[src/rtl/cmp_pkg.sv]
package cmp_pkg;
    localparam int BYTE_W = 8;
    localparam int ADDR_W = 3;
    localparam int CTRL_W = 6;
    localparam int MODE_W = 4;

    localparam logic [ADDR_W-1:0] A_CMP_LO = 3'd0;
    localparam logic [ADDR_W-1:0] A_CMP_HI = 3'd1;
    localparam logic [ADDR_W-1:0] A_CTRL   = 3'd2;
    localparam logic [ADDR_W-1:0] A_TMR_LO = 3'd3;
    localparam logic [ADDR_W-1:0] A_TMR_HI = 3'd4;

    localparam logic [MODE_W-1:0] MODE_SET  = 4'b1000;
    localparam logic [MODE_W-1:0] MODE_CLR  = 4'b1001;
    localparam logic [MODE_W-1:0] MODE_SWI  = 4'b1010;
    localparam logic [MODE_W-1:0] MODE_TRIG = 4'b1011;
endpackage

[src/rtl/cmp_regs.sv]
module cmp_regs
    import cmp_pkg::*;
#(
    parameter int TW = 16
) (
    input  logic                clk,
    input  logic                rst_n,
    input  logic                wr_en,
    input  logic [ADDR_W-1:0]   wr_addr,
    input  logic [BYTE_W-1:0]   wr_data,
    output logic [TW-1:0]       cmp_val,
    output logic [MODE_W-1:0]   mode,
    output logic                ctrl_zero_wr
);
    localparam int HW = TW - BYTE_W;

    typedef struct packed {
        logic [TW-1:0]     cmp;
        logic [CTRL_W-1:0] ctrl;
    } regs_t;

    regs_t regs_d, regs_q;

    always_comb begin
        regs_d = regs_q;
        if (wr_en) begin
            case (wr_addr)
                A_CMP_LO: regs_d.cmp[BYTE_W-1:0] = wr_data;
                A_CMP_HI: regs_d.cmp[TW-1:BYTE_W] = wr_data[HW-1:0];
                A_CTRL:   regs_d.ctrl = wr_data[CTRL_W-1:0];
                default:  ;
            endcase
        end
    end

    always_ff @(posedge clk or negedge rst_n) begin
        if (!rst_n) regs_q <= '0;
        else        regs_q <= regs_d;
    end

    assign cmp_val      = regs_q.cmp;
    assign mode         = regs_q.ctrl[MODE_W-1:0];
    assign ctrl_zero_wr = wr_en && (wr_addr == A_CTRL) && (wr_data[CTRL_W-1:0] == '0);

    AST_CTRL_WRITE: assert property (@(posedge clk) disable iff (!rst_n)
        (wr_en && wr_addr == A_CTRL) |=> (mode == $past(wr_data[MODE_W-1:0])));
endmodule

[src/rtl/cmp_timer.sv]
module cmp_timer
    import cmp_pkg::*;
#(
    parameter int TW = 16
) (
    input  logic              clk,
    input  logic              rst_n,
    input  logic              tmr_en,
    input  logic              wr_lo,
    input  logic              wr_hi,
    input  logic [BYTE_W-1:0] wr_data,
    input  logic              trig_clr,
    input  logic              ovf_clr,
    output logic [TW-1:0]     tmr_val,
    output logic              ovf_flag
);
    localparam int HW = TW - BYTE_W;
    localparam logic [TW-1:0] TMAX = '1;

    typedef struct packed {
        logic [TW-1:0] tmr;
        logic          ovf;
    } tmr_t;

    tmr_t st_d, st_q;
    logic wr_any, wrap;

    always_comb begin
        st_d   = st_q;
        wr_any = wr_lo || wr_hi;
        wrap   = tmr_en && !wr_any && !trig_clr && (st_q.tmr == TMAX);
        if (wr_any) begin
            if (wr_lo) st_d.tmr[BYTE_W-1:0] = wr_data;
            if (wr_hi) st_d.tmr[TW-1:BYTE_W] = wr_data[HW-1:0];
        end else if (tmr_en) begin
            if (trig_clr) st_d.tmr = '0;
            else          st_d.tmr = st_q.tmr + TW'(1);
        end
        st_d.ovf = (st_q.ovf && !ovf_clr) || wrap;
    end

    always_ff @(posedge clk or negedge rst_n) begin
        if (!rst_n) st_q <= '0;
        else        st_q <= st_d;
    end

    assign tmr_val  = st_q.tmr;
    assign ovf_flag = st_q.ovf;

    AST_NO_OVF_ON_TRIG: assert property (@(posedge clk) disable iff (!rst_n)
        (trig_clr && !ovf_flag) |=> !ovf_flag);
    AST_TRIG_ZERO: assert property (@(posedge clk) disable iff (!rst_n)
        (trig_clr && tmr_en && !wr_lo && !wr_hi) |=> (tmr_val == '0));
    AST_TMR_HOLD: assert property (@(posedge clk) disable iff (!rst_n)
        (!tmr_en && !wr_lo && !wr_hi) |=> $stable(tmr_val));
    AST_WRAP_OVF: assert property (@(posedge clk) disable iff (!rst_n)
        (tmr_en && !wr_lo && !wr_hi && !trig_clr && tmr_val == TMAX) |=> ovf_flag);
endmodule

[src/rtl/cmp_action.sv]
module cmp_action
    import cmp_pkg::*;
#(
    parameter int TW       = 16,
    parameter bit HAS_CONV = 1'b1
) (
    input  logic              clk,
    input  logic              rst_n,
    input  logic              tmr_en,
    input  logic [TW-1:0]     tmr_val,
    input  logic [TW-1:0]     cmp_val,
    input  logic [MODE_W-1:0] mode,
    input  logic              ctrl_zero_wr,
    input  logic              flag_clr,
    input  logic              conv_enabled,
    output logic              trig_clr,
    output logic              pin,
    output logic              flag,
    output logic              conv_start
);
    typedef struct packed {
        logic pin;
        logic flag;
        logic conv;
    } act_t;

    act_t act_d, act_q;
    logic mode_on, match, conv_req;

    assign mode_on  = (mode[MODE_W-1:MODE_W-2] == 2'b10);
    assign match    = tmr_en && mode_on && (tmr_val == cmp_val);
    assign trig_clr = match && (mode == MODE_TRIG);

    generate
        if (HAS_CONV) begin : g_conv
            assign conv_req = trig_clr && conv_enabled;
        end else begin : g_noconv
            assign conv_req = 1'b0;
        end
    endgenerate

    always_comb begin
        act_d = act_q;
        if (ctrl_zero_wr) begin
            act_d.pin = 1'b0;
        end else if (match) begin
            if (mode == MODE_SET)      act_d.pin = 1'b1;
            else if (mode == MODE_CLR) act_d.pin = 1'b0;
        end
        act_d.flag = (act_q.flag && !flag_clr) || match;
        act_d.conv = conv_req;
    end

    always_ff @(posedge clk or negedge rst_n) begin
        if (!rst_n) act_q <= '0;
        else        act_q <= act_d;
    end

    assign pin        = act_q.pin;
    assign flag       = act_q.flag;
    assign conv_start = act_q.conv;

    AST_MATCH_FLAG: assert property (@(posedge clk) disable iff (!rst_n)
        match |=> flag);
    AST_SET_PIN: assert property (@(posedge clk) disable iff (!rst_n)
        (match && mode == MODE_SET && !ctrl_zero_wr) |=> pin);
    AST_CLR_PIN: assert property (@(posedge clk) disable iff (!rst_n)
        (match && mode == MODE_CLR) |=> !pin);
    AST_SWI_HOLD: assert property (@(posedge clk) disable iff (!rst_n)
        (match && mode == MODE_SWI && !ctrl_zero_wr) |=> $stable(pin));
    AST_ZERO_LOW: assert property (@(posedge clk) disable iff (!rst_n)
        ctrl_zero_wr |=> !pin);
    AST_CONV_GATED: assert property (@(posedge clk) disable iff (!rst_n)
        conv_start |-> ($past(conv_enabled) && $past(tmr_en)));
endmodule

[src/rtl/cmp_event_unit.sv]
module cmp_event_unit
    import cmp_pkg::*;
#(
    parameter int TW       = 16,
    parameter bit HAS_CONV = 1'b1
) (
    input  logic              clk,
    input  logic              rst_n,
    input  logic              wr_en,
    input  logic [2:0]        wr_addr,
    input  logic [7:0]        wr_data,
    input  logic              tmr_en,
    input  logic              conv_enabled,
    input  logic [1:0]        flag_clr,
    output logic [TW-1:0]     tmr_val,
    output logic              cmp_out,
    output logic              cmp_flag,
    output logic              ovf_flag,
    output logic              conv_start
);
    logic [TW-1:0]     cmp_val;
    logic [MODE_W-1:0] mode;
    logic              ctrl_zero_wr, trig_clr, wr_lo, wr_hi;

    assign wr_lo = wr_en && (wr_addr == A_TMR_LO);
    assign wr_hi = wr_en && (wr_addr == A_TMR_HI);

    cmp_regs #(.TW(TW)) regs_i (
        .clk(clk), .rst_n(rst_n), .wr_en(wr_en), .wr_addr(wr_addr),
        .wr_data(wr_data), .cmp_val(cmp_val), .mode(mode),
        .ctrl_zero_wr(ctrl_zero_wr)
    );

    cmp_timer #(.TW(TW)) timer_i (
        .clk(clk), .rst_n(rst_n), .tmr_en(tmr_en), .wr_lo(wr_lo),
        .wr_hi(wr_hi), .wr_data(wr_data), .trig_clr(trig_clr),
        .ovf_clr(flag_clr[1]), .tmr_val(tmr_val), .ovf_flag(ovf_flag)
    );

    cmp_action #(.TW(TW), .HAS_CONV(HAS_CONV)) action_i (
        .clk(clk), .rst_n(rst_n), .tmr_en(tmr_en), .tmr_val(tmr_val),
        .cmp_val(cmp_val), .mode(mode), .ctrl_zero_wr(ctrl_zero_wr),
        .flag_clr(flag_clr[0]), .conv_enabled(conv_enabled),
        .trig_clr(trig_clr), .pin(cmp_out), .flag(cmp_flag),
        .conv_start(conv_start)
    );

    AST_RESULT_REG: assert property (@(posedge clk) disable iff (!rst_n)
        (!tmr_en && !wr_en && flag_clr == 2'b00) |=> ($stable(cmp_flag) && $stable(cmp_out)));
endmodule

[config.mk]
export PLATFORM = sky130hd
export DESIGN_NAME = cmp_event_unit
export DESIGN_NICKNAME = d
export VERILOG_FILES = /design/src/rtl/cmp_pkg.sv /design/src/rtl/cmp_regs.sv /design/src/rtl/cmp_timer.sv /design/src/rtl/cmp_action.sv /design/src/rtl/cmp_event_unit.sv
export SDC_FILE = /design/constraint.sdc
export NUM_CORES = 1
export LEC_CHECK = 0
export ABC_AREA = 1
export BUFFER_PORTS_ARGS = -buffer_cell sky130_fd_sc_hd__buf_2
export CAP_MARGIN = 20
export CELL_PAD_IN_SITES_DETAIL_PLACEMENT = 0
export CELL_PAD_IN_SITES_GLOBAL_PLACEMENT = 1
export CORE_MARGIN = 8
export CORE_UTILIZATION = 35
export CTS_CLUSTER_DIAMETER = 200
export CTS_CLUSTER_SIZE = 8
export DETAILED_ROUTE_END_ITERATION = 12
export GPL_TIMING_DRIVEN = 0
export PLACE_DENSITY_LB_ADDON = 0.1
export SYNTH_ARGS = -nofsm -noshare
export SYNTH_HDL_FRONTEND = slang
export SYNTH_SLANG_ARGS = --single-unit
[constraint.sdc]
create_clock -name clk -period 3.8 [get_ports clk]
set_clock_uncertainty 0.2 [all_clocks]
set_input_delay 0.19 -clock clk [delete_from_list [all_inputs] [get_ports clk]]
set_output_delay 0.19 -clock clk [all_outputs]
set_load 0.05 [all_outputs]
==> results.ini <==
[grt]
grt_usage=0.172
grt_overflow=0
grt_max_degree=41
grt_pass1_vias=2533
grt_pass1_wl_um=13700
antenna_found_initial=0

[setup_path]
arrival_ps=2130
cpPeakStageDelay_ps=470
crit_top_cell=nor2_1
cp_top_family=simple AND/OR/NAND/NOR gates
critPathBufInv=0
critPathCaptureType=flop
critical_path_class=reg2reg
crit_chain=ha_1, nand2_1, nor3_1, nand2_1, nor2_1, nor2_1, nor2_1, nand3_2, a21oi_2
cp_max_fo=6
critPathLaunchType=flop
crit_slowest_cell=dfrtp_1
cp.required_ps=3830

[timing]
finalCritPeriodShare=0.552
post-route-min-period_ps=2100
setup_viol=0
worst-slew-pin-transition_ps=980
hold_viol=0
timing.fmax_mhz=477
setup_tns_ps=0
max-slew-margin-rel=0.347
slew_viol_final=0
rsz0062_at_grt=no

[power_and_ir_drop]
vdd_drop_max_mv=0.239
total_power_mw=2.03
p_per_area_nw_per_um2=658
p_leak_nw=1.62

[cells_and_area]
drive_above_1_share=0.211
fin_nets=444
areaGrowthSynthToFinish_pct=16.7
antenna_cells=0
design_area_um2=3090
final_util=0.423

[route]
viasPerCell=4.83
drc=0
drt-total-wl_um=8430
ant_nets=0
drt_iter0_drc=160
vias=2535
dr.pass1.iters=4
wl_per_cell_um=16.0

[yosys]
ys_top_cells_by_area=dfrtp_1 (38%), nand2_1 (12%), nor2_1 (9.8%)
syn_inst=377
avgSynthCellArea_um2=7.02
ys_seq_area_frac=0.378
synth_cell_type_count=26
yosys_warnings=0
ys_ff_latch=40
syn_nets=396
synth_top_area_cell=dfrtp_1
synthFlopType=dfrtp_1
netlist_area_um2=2650
yosysMostFrequentCell=nand2_1
yosysTopAreaCellShare=0.378
synth_common_cells=nand2_1 (88), nor2_1 (69), inv_1 (44)
async_reset_ff_frac=1.00
synth-edff-count=0

[placement]
dp.final_hpwl_um=6490
post_dp_cell_area_um2=2950
gp_congestion=0.888
io_buffers=37

[clock_tree]
htreeDepth=2
cts_buffer_depth=2
clk_latency_ps=300
cts_tree=done
clock-root-buffer=clkbuf_8
ctsResizeCount=0
clk_pin_slew_ps=80
post_cts_buffers=0
clock_sinks=40
cts_buffers=5

[outcome]
status=finished clean

[floorplan]
dieHeight_um=103
core_area_um2=7290
die_x_um=103
rows=31
io_pins=38
initial_core_util=0.363
dieArea_um2=10600

[flow_run]
cap_violations=0

[min_path]
hp-class=in2reg

-- timing repair --
action	in CTS	in global routing
endpoints found under the hold margin	43	0
hold buffers	4	0
setup endpoints to repair	0	0
-- final timing paths --
kind / from / depth (start not counted) / slack (ps) / endpoint
max: timer_i.tmr_val[0]$_DFFE_PN0P_ / 9 / 1700 / timer_i.tmr_val[8]$_DFFE_PN0P_
min: wr_data[6] / 3 / 20 / regs_i.cmp_val[14]$_DFFE_PN0P_
max reg2reg: timer_i.tmr_val[0]$_DFFE_PN0P_ / 9 / 1700 / timer_i.tmr_val[8]$_DFFE_PN0P_
min reg2reg: timer_i.ovf_flag$_DFF_PN0_ / 2 / 290 / timer_i.ovf_flag$_DFF_PN0_
max in group asynchronous: rst_n / 2 / 2410 / timer_i.tmr_val[1]$_DFFE_PN0P_
min in group asynchronous: rst_n / 2 / 390 / timer_i.tmr_val[13]$_DFFE_PN0P_
-- per-stage QoR --
step                      worst slack [ps]  hold slack, ps  std cells
after floorplan                       1700            -306        377
after global placement                1720             174        513
after detailed placement              1740             191        513
after CTS                             1710            19.2        525
after global routing                  1550            26.7        525
final                                 1700            20.2        525
-- power breakdown --
part	internal, mW	leakage [nW]	switching [mW]
Clock	0.145	0.0510	0.162
Combinational	0.319	1.09	0.710
Sequential	0.528	0.480	0.165
Total	0.992	1.62	1.04
-- placed cells by master (no fill, tap or decap), types with 2 or more instances in the layout --
cell,instances
a21oi_1,7
a21oi_2,10
buf_2,37
buf_4,2
clkbuf_1,2
clkbuf_8,6
clkinv_2,2
dfrtp_1,40
dlygate4sd3_1,4
inv_1,44
inv_2,8
nand2_1,88
nand2_2,6
nand3_1,22
nand3_2,10
nand4_1,4
nor2_1,69
nor2_2,4
nor3_1,12
o21ai_0,25
xnor2_1,6
xor2_1,10
-- layer usage --
metal | global-route usage | vias up | routed length [µm]
met2 | 0.264 | 65 | 3680
met3 | 0.0338 | 7 | 543
li1 | - | 1286 | -
met1 | 0.242 | 1177 | 4110
met5 | 0 | - | 0
met4 | 0.0412 | 0 | 95
-- sequential cells by signal, indices dropped and copies added (netlist names) --
name,count
action_i.conv_start,1
action_i.flag,1
action_i.pin,1
regs_i.cmp_val,16
regs_i.mode,4
timer_i.ovf_flag,1
timer_i.tmr_val,16
-- cells by family (layout without fill, tap and decap cells) --
| family | count (synthesis) | count (layout) | share of synthesized area |
|---|---|---|---|
| buf+inv | 58 | 107 | 0.0885 |
| flops | 40 | 40 | 0.378 |
| compound gates | 42 | 42 | 0.0937 |
| simple gates | 220 | 220 | 0.382 |
| fa+ha+maj | 1 | 1 | 0.00473 |
| xor+xnor | 16 | 16 | 0.0530 |
-- layout make-up --
class | count | area [µm²]
plain buffers | 6 | 38.8
clock buffers | 6 | 82.6
clock inverters | 2 | 10.0
fillers | 809 | 4210
inverters | 52 | 195
multi-input cells | 279 | 1410
flip-flops and latches | 40 | 1000
well taps | 99 | 124
repair buffers | 41 | 225
-- worst reg2reg max path, cell delays in order (launching register included) --
cell	delay [ps]
dfrtp_1	470
ha_1	220
nand2_1	90
nor3_1	330
nand2_1	160
nor2_1	150
nor2_1	60
nor2_1	140
nand3_2	90
a21oi_2	110
No activity file was read; power rests on OpenSTA's default activity.
